[src/rtl/scp_pkg.sv]
package scp_pkg;
    typedef enum logic {
        ST_IDLE = 1'b0,
        ST_OPEN = 1'b1
    } msg_state_t;
endpackage

[src/rtl/scp_keystream.sv]
module scp_keystream #(
    parameter int W = 128
) (
    input  logic [W-1:0] w1,
    input  logic [W-1:0] w2,
    input  logic [W-1:0] w3,
    input  logic [W-1:0] w4,
    output logic [W-1:0] ks
);
    always_comb ks = w1 ^ w4 ^ (w2 & w3);
endmodule

[src/rtl/scp_tail_mask.sv]
module scp_tail_mask #(
    parameter int BYTES = 16,
    localparam int CW = $clog2(BYTES),
    localparam int W = BYTES * 8
) (
    input  logic [CW-1:0] count,
    input  logic          last,
    output logic [BYTES-1:0] be,
    output logic [W-1:0]     bits
);
    logic full;
    always_comb full = !last || (count == '0);

    for (genvar i = 0; i < BYTES; i++) begin : g_byte
        assign be[i] = full || (CW'(i) < count);
        assign bits[8*i +: 8] = {8{be[i]}};
    end
endmodule

[src/rtl/stream_crypt_path.sv]
module stream_crypt_path
    import scp_pkg::*;
#(
    parameter int BYTES = 16,
    localparam int W = BYTES * 8,
    localparam int CW = $clog2(BYTES)
) (
    input  logic             clk,
    input  logic             rst_n,
    input  logic             in_valid,
    output logic             in_ready,
    input  logic             in_decrypt,
    input  logic [W-1:0]     in_data,
    input  logic [CW-1:0]    in_count,
    input  logic             in_last,
    input  logic [W-1:0]     st_w1,
    input  logic [W-1:0]     st_w2,
    input  logic [W-1:0]     st_w3,
    input  logic [W-1:0]     st_w4,
    input  logic             upd_ready,
    output logic             upd_strobe,
    output logic [W-1:0]     upd_word,
    output logic             res_valid,
    output logic [W-1:0]     res_data,
    output logic [BYTES-1:0] res_be,
    output logic             res_first,
    output logic             res_last
);
    msg_state_t state_q, state_d;
    logic [W-1:0]     ks, mask_bits, xored, plain;
    logic [BYTES-1:0] be;
    logic             accept;

    scp_keystream #(.W(W)) u_ks (
        .w1(st_w1), .w2(st_w2), .w3(st_w3), .w4(st_w4), .ks(ks)
    );

    scp_tail_mask #(.BYTES(BYTES)) u_mask (
        .count(in_count), .last(in_last), .be(be), .bits(mask_bits)
    );

    always_comb begin
        accept     = in_valid && upd_ready;
        in_ready   = upd_ready;
        xored      = in_data ^ ks;
        plain      = in_decrypt ? xored : in_data;
        upd_word   = plain & mask_bits;
        upd_strobe = accept;
    end

    always_comb begin
        state_d = state_q;
        unique case (state_q)
            ST_IDLE: if (accept && !in_last) state_d = ST_OPEN;
            ST_OPEN: if (accept && in_last)  state_d = ST_IDLE;
            default: state_d = ST_IDLE;
        endcase
    end

    always_ff @(posedge clk) begin
        if (!rst_n) state_q <= ST_IDLE;
        else        state_q <= state_d;
    end

    always_ff @(posedge clk) begin
        if (!rst_n) begin
            res_valid <= 1'b0;
            res_data  <= '0;
            res_be    <= '0;
            res_first <= 1'b0;
            res_last  <= 1'b0;
        end else begin
            res_valid <= accept;
            if (accept) begin
                res_data  <= xored & mask_bits;
                res_be    <= be;
                res_first <= (state_q == ST_IDLE);
                res_last  <= in_last;
            end
        end
    end

    logic [W-1:0] res_be_bits;
    for (genvar i = 0; i < BYTES; i++) begin : g_be_exp
        assign res_be_bits[8*i +: 8] = {8{res_be[i]}};
    end

    assert_strobe_gate_R10: assert property (@(posedge clk) disable iff (!rst_n)
        !upd_ready |-> !upd_strobe);
    assert_one_result_R11: assert property (@(posedge clk) disable iff (!rst_n)
        upd_strobe |=> res_valid);
    assert_no_spurious_R11: assert property (@(posedge clk) disable iff (!rst_n)
        !upd_strobe |=> !res_valid);
    assert_mask_contig_R7: assert property (@(posedge clk) disable iff (!rst_n)
        res_valid |-> (res_be[0] && (((res_be + 1'b1) & res_be) == '0)));
    assert_pad_zero_R6: assert property (@(posedge clk) disable iff (!rst_n)
        res_valid |-> ((res_data & ~res_be_bits) == '0));
    assert_full_body_R9: assert property (@(posedge clk) disable iff (!rst_n)
        (res_valid && !res_last) |-> (res_be == {BYTES{1'b1}}));
    assert_first_after_last_R12: assert property (@(posedge clk) disable iff (!rst_n)
        (res_valid && res_last) |=> (!res_valid || res_first));
endmodule

[config.mk]
export PLATFORM = sky130hd
export DESIGN_NAME = stream_crypt_path
export DESIGN_NICKNAME = d
export VERILOG_FILES = /design/src/rtl/scp_pkg.sv /design/src/rtl/scp_keystream.sv /design/src/rtl/scp_tail_mask.sv /design/src/rtl/stream_crypt_path.sv
export SDC_FILE = /design/constraint.sdc
export NUM_CORES = 1
export LEC_CHECK = 0
export BUFFER_PORTS_ARGS = -buffer_cell sky130_fd_sc_hd__buf_2
export CAP_MARGIN = 10
export CELL_PAD_IN_SITES_DETAIL_PLACEMENT = 2
export CELL_PAD_IN_SITES_GLOBAL_PLACEMENT = 2
export CORE_AREA = 2 2 362 364
export CTS_CLUSTER_SIZE = 24
export DETAILED_ROUTE_END_ITERATION = 10
export DIE_AREA = 0 0 364 366
export GPL_TIMING_DRIVEN = 1
export PLACE_DENSITY_LB_ADDON = 0.1
export SLEW_MARGIN = 20
export SYNTH_ARGS = -nofsm -noshare
export SYNTH_HDL_FRONTEND = slang
export SYNTH_SLANG_ARGS = --single-unit
[constraint.sdc]
create_clock -name clk -period 4.46 [get_ports clk]
set_clock_uncertainty 0.1 [all_clocks]
set_input_delay 0.446 -clock clk [delete_from_list [all_inputs] [get_ports clk]]
set_output_delay 0.446 -clock clk [all_outputs]
set_load 0.005 [all_outputs]
==> results of run 1 <==
-- how the worst min path moves through the flow --
stage / from / endpoint / slack [ns] / cells after the start
floorplan: res_last / res_last / 0.36 / 2
global placement: res_be[0] / res_be[0] / 0.35 / 1
detailed placement: res_be[0] / res_be[0] / 0.36 / 1
CTS: in_last / res_last / 0.13 / 3
global route: st_w4[7] / res_data[7] / 0.16 / 3
finish: st_w4[7] / res_data[7] / 0.20 / 3
-- state kept, by name, indices dropped and copies added (netlist names), named ones only --
| register | count |
|---|---|
| res_valid | 1 |
| res_first | 1 |
| res_last | 1 |
| res_data | 128 |
| res_be | 16 |
-- metal layers --
metal	global-route usage (%)	up-vias	share of wire (%)
met1	11.6	6558	34
met2	23.6	531	54
met3	4.91	77	9.0
li1	-	6388	-
met4	3.27	24	2.2
met5	0	-	0.20
-- cells in the final DEF, fill, tap and decap left out, drive strengths merged, types with 2 or more instances in the layout --
master | synthesis | layout
nor2 | 153 | 153
and3 | 2 | 2
clkbuf | 55 | 22
nand2 | 150 | 150
o211a | 17 | 17
o21a | 50 | 50
xnor2 | 329 | 329
nor3 | 20 | 20
a21oi | 76 | 76
clkinvlp | 0 | 3
inv | 3 | 3
buf | 18 | 943
or3 | 57 | 57
dfxtp | 148 | 148
clkinv | 0 | 5
xnor3 | 16 | 16
xor2 | 24 | 24
o21ai | 67 | 67
a32o | 120 | 120
-- logic make-up (layout without fill, tap and decap cells) --
group / after synthesis / count (layout) / share of synthesized area, %
and+or+nand+nor: 386 / 386 / 16.1
xor gates and xnor gates: 369 / 369 / 31.0
AOI/OAI and AO/OA: 336 / 336 / 23.2
DFF: 148 / 148 / 26.6
buffers and inverters: 76 / 976 / 3.04
other: 0 / 1 / 0
-- stage by stage --
stage	cell area (µm²)	total power, W
after floorplan	11100	0.00245
after global placement	17800	0.00352
after detailed placement	17800	0.00353
after CTS	18300	0.00506
after global routing	18300	0.00522
final	18300	0.00483
-- report_power, final --
part	switching (W)	internal [W]	leakage, nW	total [W]
combinational	0.00107	0.000886	6.65	0.00196
sequential	0.0000437	0.00141	1.21	0.00145
clock	0.000685	0.000732	0.248	0.00142
total	0.00180	0.00303	8.11	0.00483
-- final cells by class --
class / instances / area (µm²)
Fill cell: 15400 / 111000
Multi-Input combinational cell: 1091 / 7830
Timing Repair Buffer: 943 / 4800
Sequential cell: 148 / 2960
Tap cell: 1742 / 2180
Clock buffer: 22 / 464
Clock inverter: 8 / 55.1
Inverter: 3 / 17.5
Antenna cell: 1 / 2.50
-- critical path, delay by kind of cell --
family / cells / cell delay (ns)
AND/OR/NAND/NOR: 3 / 1.39
buffers and inverters: 2 / 0.41
==> reports/results.tsv, run 1 <==
stage	metric	value	unit
detailed_routing	avgViaCountPerCell	3.43	
synthesis	avgSynthCellArea	8.46	µm²
cts	clock_sinks	148	
detailed_routing	drtPass1Iterations	4	
critical_path	worstSetupEndpoint	upd_word[19]	
placed_design	pre_cts_slack	1.55	ns
global_routing	antenna_found_initial	22	
cts	cts_hold_buf	0	
placed_design	dpl.hpwl	70700	µm
cts	path_clk_slew	0.07	ns
critical_path	critical_path_class	primary input to output pin	
timing	finalCritPeriodShare	63.1	%
timing	maxSlewViolCount	0	
die	fp.coreArea	129000	µm²
synthesis	synthTopCellsByArea	dfxtp_1 (27%), xnor2_1 (26%), a32o_1 (11%)	
synthesis	yosys.area.top_type	dfxtp_1	
timing	setup_viol	0	
layout	stdcell_count	3958	
layout	area_growth	64.6	%
hold_path	hold_path.class	primary input to flop	
timing	hold_violations	0	
cts	cts_inserted_buffers	17	
synthesis	syn_inst	1315	
layout	post-route-util	14.2	%
synthesis	synthesis.area	11100	µm²
critical_path	arrival	2.27	ns
die	dieArea	133000	µm²
detailed_routing	num_vias	13600	
detailed_routing	drc	0	
critical_path	cp-end-kind	output pin	
synthesis	ys_seq_elements	148	
global_routing	grt_max_degree	93	
die	start_util	8.62	%
placed_design	gp_congestion	0.765	
detailed_routing	drt_iter0_drc	333	
cts	clock_path_buffers	2	
cts	clock_latency	0.49	ns
global_routing	grt_first_pass_wirelength	114000	µm
critical_path	critPathMostFrequentCell	buf_2	
die	dieWidth	364	µm
critical_path	regToRegSetupSlack	3.62	ns
timing	fin_ws	1.65	ns
timing	relSlewSlack	33.0	%
cts	cts_tree	yes	
layout	drive_gt1_share	45.3	%
timing	max_clock_freq	0.355	GHz
timing	finalHoldWorstSlack	0.201	ns
die	num_rows	132	
power	power.density	264	nW/µm²
timing	worst_pin_slew	1.01	ns
cts	post_cts_resized	0	
critical_path	cp-start-kind	primary input	
critical_path	path_cells	buf_2, nand2b_1, nor3_4, nor3_1, buf_2	
synthesis	async_flop_share	0	%
timing	fin_crit	2.81	ns
synthesis	netlist_top_cells_count	xnor2_1 (329), nand2_1 (149), dfxtp_1 (148)	
detailed_routing	ant_nets	0	
timing	grt_setup_unrepaired	false	
critical_path	cpMaxStageDelayCell	nor3_4	
synthesis	yosysSeqAreaShare	26.6	%
detailed_routing	wl_per_cell	21.1	µm
layout	fin_nets	2854	
detailed_routing	wl	83700	µm
synthesis	synth.most_common_cell	xnor2_1	
critical_path	cp_max_fo	12	
die	ios	927	
synthesis	ys_warn_count	0	
synthesis	synth-edff-count	0	
global_routing	grt_pass1_vias	15200	
cts	root_buffer	clkbuf_16	
job	maxCapViolations	0	
placed_design	portBuffers	926	
synthesis	synthDominantCellAreaShare	26.6	%
synthesis	ys_types	40	
global_routing	grt.total_usage	12.2	%
die	dieHeight	366	µm
placed_design	dp.cells	3927	
synthesis	synth_nets	1965	
outcome	status	finished clean	
critical_path	critPathMaxStageDelay	0.78	ns
cts	h-tree-depth	4	
critical_path	crit_required	3.91	ns
critical_path	reg2reg_depth	3	
power	ir_drop	307	µV
timing	timing.setup.tns	0	ns
cts	post-cts-setup-buffer-count	0	
global_routing	grt-ovfl-total	0	
critical_path	crit_start	in_count[3]	
power	p_leak	8.11	nW
synthesis	ys.flop_type	dfxtp_1	
No activity file was read; power rests on OpenSTA's default activity.
==> run 2, diff against run 1 <==
--- a/config.mk
+++ b/config.mk
@@ -9,10 +9,10 @@
 export CAP_MARGIN = 10
 export CELL_PAD_IN_SITES_DETAIL_PLACEMENT = 2
 export CELL_PAD_IN_SITES_GLOBAL_PLACEMENT = 2
-export CORE_AREA = 2 2 362 364
+export CORE_AREA = 2 2 358 360
 export CTS_CLUSTER_SIZE = 24
 export DETAILED_ROUTE_END_ITERATION = 10
-export DIE_AREA = 0 0 364 366
+export DIE_AREA = 0 0 360 362
 export GPL_TIMING_DRIVEN = 1
 export PLACE_DENSITY_LB_ADDON = 0.1
 export SLEW_MARGIN = 20
==> constraint.sdc (replaced) <==
create_clock -name clk -period 2.3 [get_ports clk]
set_clock_uncertainty 0.1 [all_clocks]
set_input_delay 0.23 -clock clk [delete_from_list [all_inputs] [get_ports clk]]
set_output_delay 0.23 -clock clk [all_outputs]
set_load 0.005 [all_outputs]
==> run 2 against run 1 <==
  * Sequential cell count did not move
  * Via count increased by 2.2%
  * Largest power group unchanged
  * Critical path depth unchanged
  * Clock power grew 120%
  * Register-to-register slack worse by 2.1 ns
  * Critical endpoint is now upd_word[117]
  * First-iteration DRC count fell by 20%
  * Global-route usage is 0.27 points higher
  * Sequential power rose by 94%
  * Largest cell class unchanged
  * Core utilization grew 1.2 points
==> reports/results.tsv, run 2 (same netlist as run 1, synthesis figures left out) <==
stage	metric	value	unit	change
critical_path	critPathBufInv	3		was 2
detailed_routing	wl	82800	µm	was 83700 µm
cts	cts_tree	yes		unchanged
power	p_leak	8.70	nW	was 8.11 nW
die	ios	927		unchanged
die	dieWidth	360	µm	was 364 µm
detailed_routing	met2_length	45600	µm	was 45500 µm
critical_path	critPathMaxStageDelay	0.58	ns	was 0.78 ns
global_routing	grt_max_degree	148		was 93
critical_path	crit_required	1.97	ns	was 3.91 ns
timing	fin_crit	2.09	ns	
detailed_routing	dr.max_layer_used	met5		unchanged
die	start_util	8.78	%	was 8.62%
critical_path	critPathTopFamily	buffers and inverters		was simple AND/OR/NAND/NOR gates
placed_design	dpl.hpwl	70300	µm	was 70700 µm
critical_path	path_cells	dlygate4sd3_1, buf_2, or3_1, a21oi_1, buf_2		was buf_2, nand2b_1, nor3_4, nor3_1, buf_2
critical_path	arrival	1.76	ns	was 2.27 ns
timing	worst_pin_slew	1.01	ns	about the same
detailed_routing	drt_iter0_drc	265		was 333
timing	grt_setup_unrepaired	false		unchanged
global_routing	grt_pass1_vias	15700		was 15200
critical_path	cp_max_fo	3		was 12
critical_path	critical_path_class	primary input to output pin		unchanged
cts	path_clk_slew	0.07	ns	about the same
critical_path	r2r_start	res_data[92]		
hold_path	hold_depth	3		unchanged
cts	h-tree-depth	4		unchanged
timing	max_clock_freq	0.478	GHz	
placed_design	portBuffers	926		unchanged
outcome	status	finished clean		unchanged
timing	timing.setup.tns	0	ns	unchanged
placed_design	gp_congestion	0.774		was 0.765
cts	cts_inserted_buffers	17		unchanged
critical_path	reg2reg_depth	1		was 3
global_routing	antenna_found_initial	17		was 22
timing	relSlewSlack	32.7	%	was 33.0%
global_routing	grt_first_pass_wirelength	115000	µm	was 114000 µm
global_routing	grt-ovfl-total	0		unchanged
layout	drive_gt1_share	44.6	%	was 45.3%
timing	finalCritPeriodShare	90.9	%	
layout	area_growth	75.3	%	was 64.6%
cts	root_buffer	clkbuf_16		unchanged
timing	fin_ws	0.209	ns	was 1.65 ns
power	ir_drop	615	µV	was 307 µV
placed_design	placed_cell_area	18100	µm²	was 17800 µm²
die	fp.coreArea	127000	µm²	was 129000 µm²
job	maxCapViolations	0		unchanged
detailed_routing	drtPass1Iterations	4		unchanged
critical_path	regToRegSetupSlack	1.48	ns	was 3.62 ns
layout	final_common_cell	buf_2		unchanged
cts	clock_path_buffers	2		unchanged
layout	post-route-util	15.4	%	was 14.2%
timing	hold_violations	0		unchanged
critical_path	critPathMostFrequentCell	buf_2		unchanged
die	dieHeight	362	µm	was 366 µm
layout	fill_cells	15000		was 15400
layout	largest_register_ffs	128		unchanged
layout	top_register	res_data		unchanged
layout	layout_common_cells	buf_2 (924), xnor2_1 (329), nand2_1 (148), dfxtp_1 (148), nor2_1 (137)		unchanged
detailed_routing	dr_wl_met3	6060	µm	was 7530 µm
critical_path	cpMaxStageDelayCell	dlygate4sd3_1		was nor3_4
layout	final_area	19500	µm²	was 18300 µm²
timing	maxSlewViolCount	0		unchanged
cts	post_cts_resized	0		unchanged
detailed_routing	ant_nets	0		unchanged
critical_path	r2r_end	res_data[92]		
detailed_routing	avgViaCountPerCell	3.48		was 3.43
detailed_routing	wl_per_cell	20.7	µm	was 21.1 µm
hold_path	holdPathEnd	res_data[92]		was res_data[7]
cts	clock_sinks	148		unchanged
critical_path	cp-start-kind	primary input		unchanged
detailed_routing	wl_met1	29600	µm	was 28700 µm
layout	top_regs	res_data: 128 flops, res_be: 16 flops		unchanged
layout	fin_nets	2961		was 2854
cts	clock_latency	0.50	ns	was 0.49 ns
hold_path	hp-start	st_w4[92]		was st_w4[7]
critical_path	cp-end-kind	output pin		unchanged
timing	setup_viol	0		unchanged
die	dieArea	130000	µm²	was 133000 µm²
detailed_routing	num_vias	13900		was 13600
detailed_routing	drc	0		unchanged
placed_design	pre_cts_slack	0.155	ns	was 1.55 ns
die	num_rows	131		was 132
hold_path	hold_path.class	primary input to flop		unchanged
power	power.density	513	nW/µm²	was 264 nW/µm²
global_routing	grt.total_usage	12.4	%	was 12.2%
-- run 2: how the worst max path moves through the flow --
| stage | from | endpoint | slack (ns) | depth (start not counted) |
|---|---|---|---|---|
| 6_report | in_data[117] | upd_word[117] | 0.21 | 5 |
| 5_1_grt | in_count[1] | upd_word[33] | 0.09 | 6 |
| 4_1_cts | in_count[1] | upd_word[33] | 0.15 | 6 |
| 3_5_place_dp | in_count[1] | upd_word[33] | 0.15 | 6 |
| 3_3_place_gp | in_count[1] | upd_word[37] | 0.20 | 6 |
| 2_1_floorplan | in_decrypt | upd_word[16] | 0.64 | 7 |
-- run 2: cell type report --
cell class	instances	area, µm²	share of cell area, %
repair buffers	1050	5960	30.6
well taps	1662	2080	10.7
clock inverters	12	178	0.911
clock buffers	20	447	2.29
multi-input cells	1091	7830	40.2
flip-flops and latches	148	2960	15.2
inverters	3	17.5	0.0898
diodes	7	17.5	0.0898
-- run 2: through the flow --
stage | instances | hold WS, ns | power, W
2_1_floorplan | 1315 | 0.275 | 0.00474
5_1_grt | 3988 | 0.0182 | 0.0108
4_1_cts | 3986 | 0.000120 | 0.0105
6_report | 3993 | 0.0462 | 0.0100
3_3_place_gp | 3878 | 0.345 | 0.00692
3_5_place_dp | 3878 | 0.363 | 0.00696
-- run 2: tightest hold or removal path: stages --
cell	delay, ns
buf_2	0.08
xnor2_1	0.16
a32o_1	0.15
-- run 2: metal layers --
| metal | vias to the layer above | global-route usage, % |
|---|---|---|
| met1 | 6679 | 12.3 |
| met2 | 507 | 24.3 |
| met3 | 57 | 4.46 |
| met5 | - | 0 |
| met4 | 6 | 3.01 |
| li1 | 6627 | - |
-- run 2: report_power, final --
part	internal (W)	switching, W	total [W]
Combinational	0.00189	0.00211	0.00400
Clock	0.00184	0.00134	0.00319
Sequential	0.00273	0.0000870	0.00282
Total	0.00647	0.00354	0.0100
-- run 2: what timing repair did --
| item | CTS | global route |
|---|---|---|
| hold buffers | 76 | 0 |
| endpoints found under the setup margin | 0 | 0 |
| endpoints found under the hold margin | 76 | 0 |
| buffers inserted | 0 | 0 |
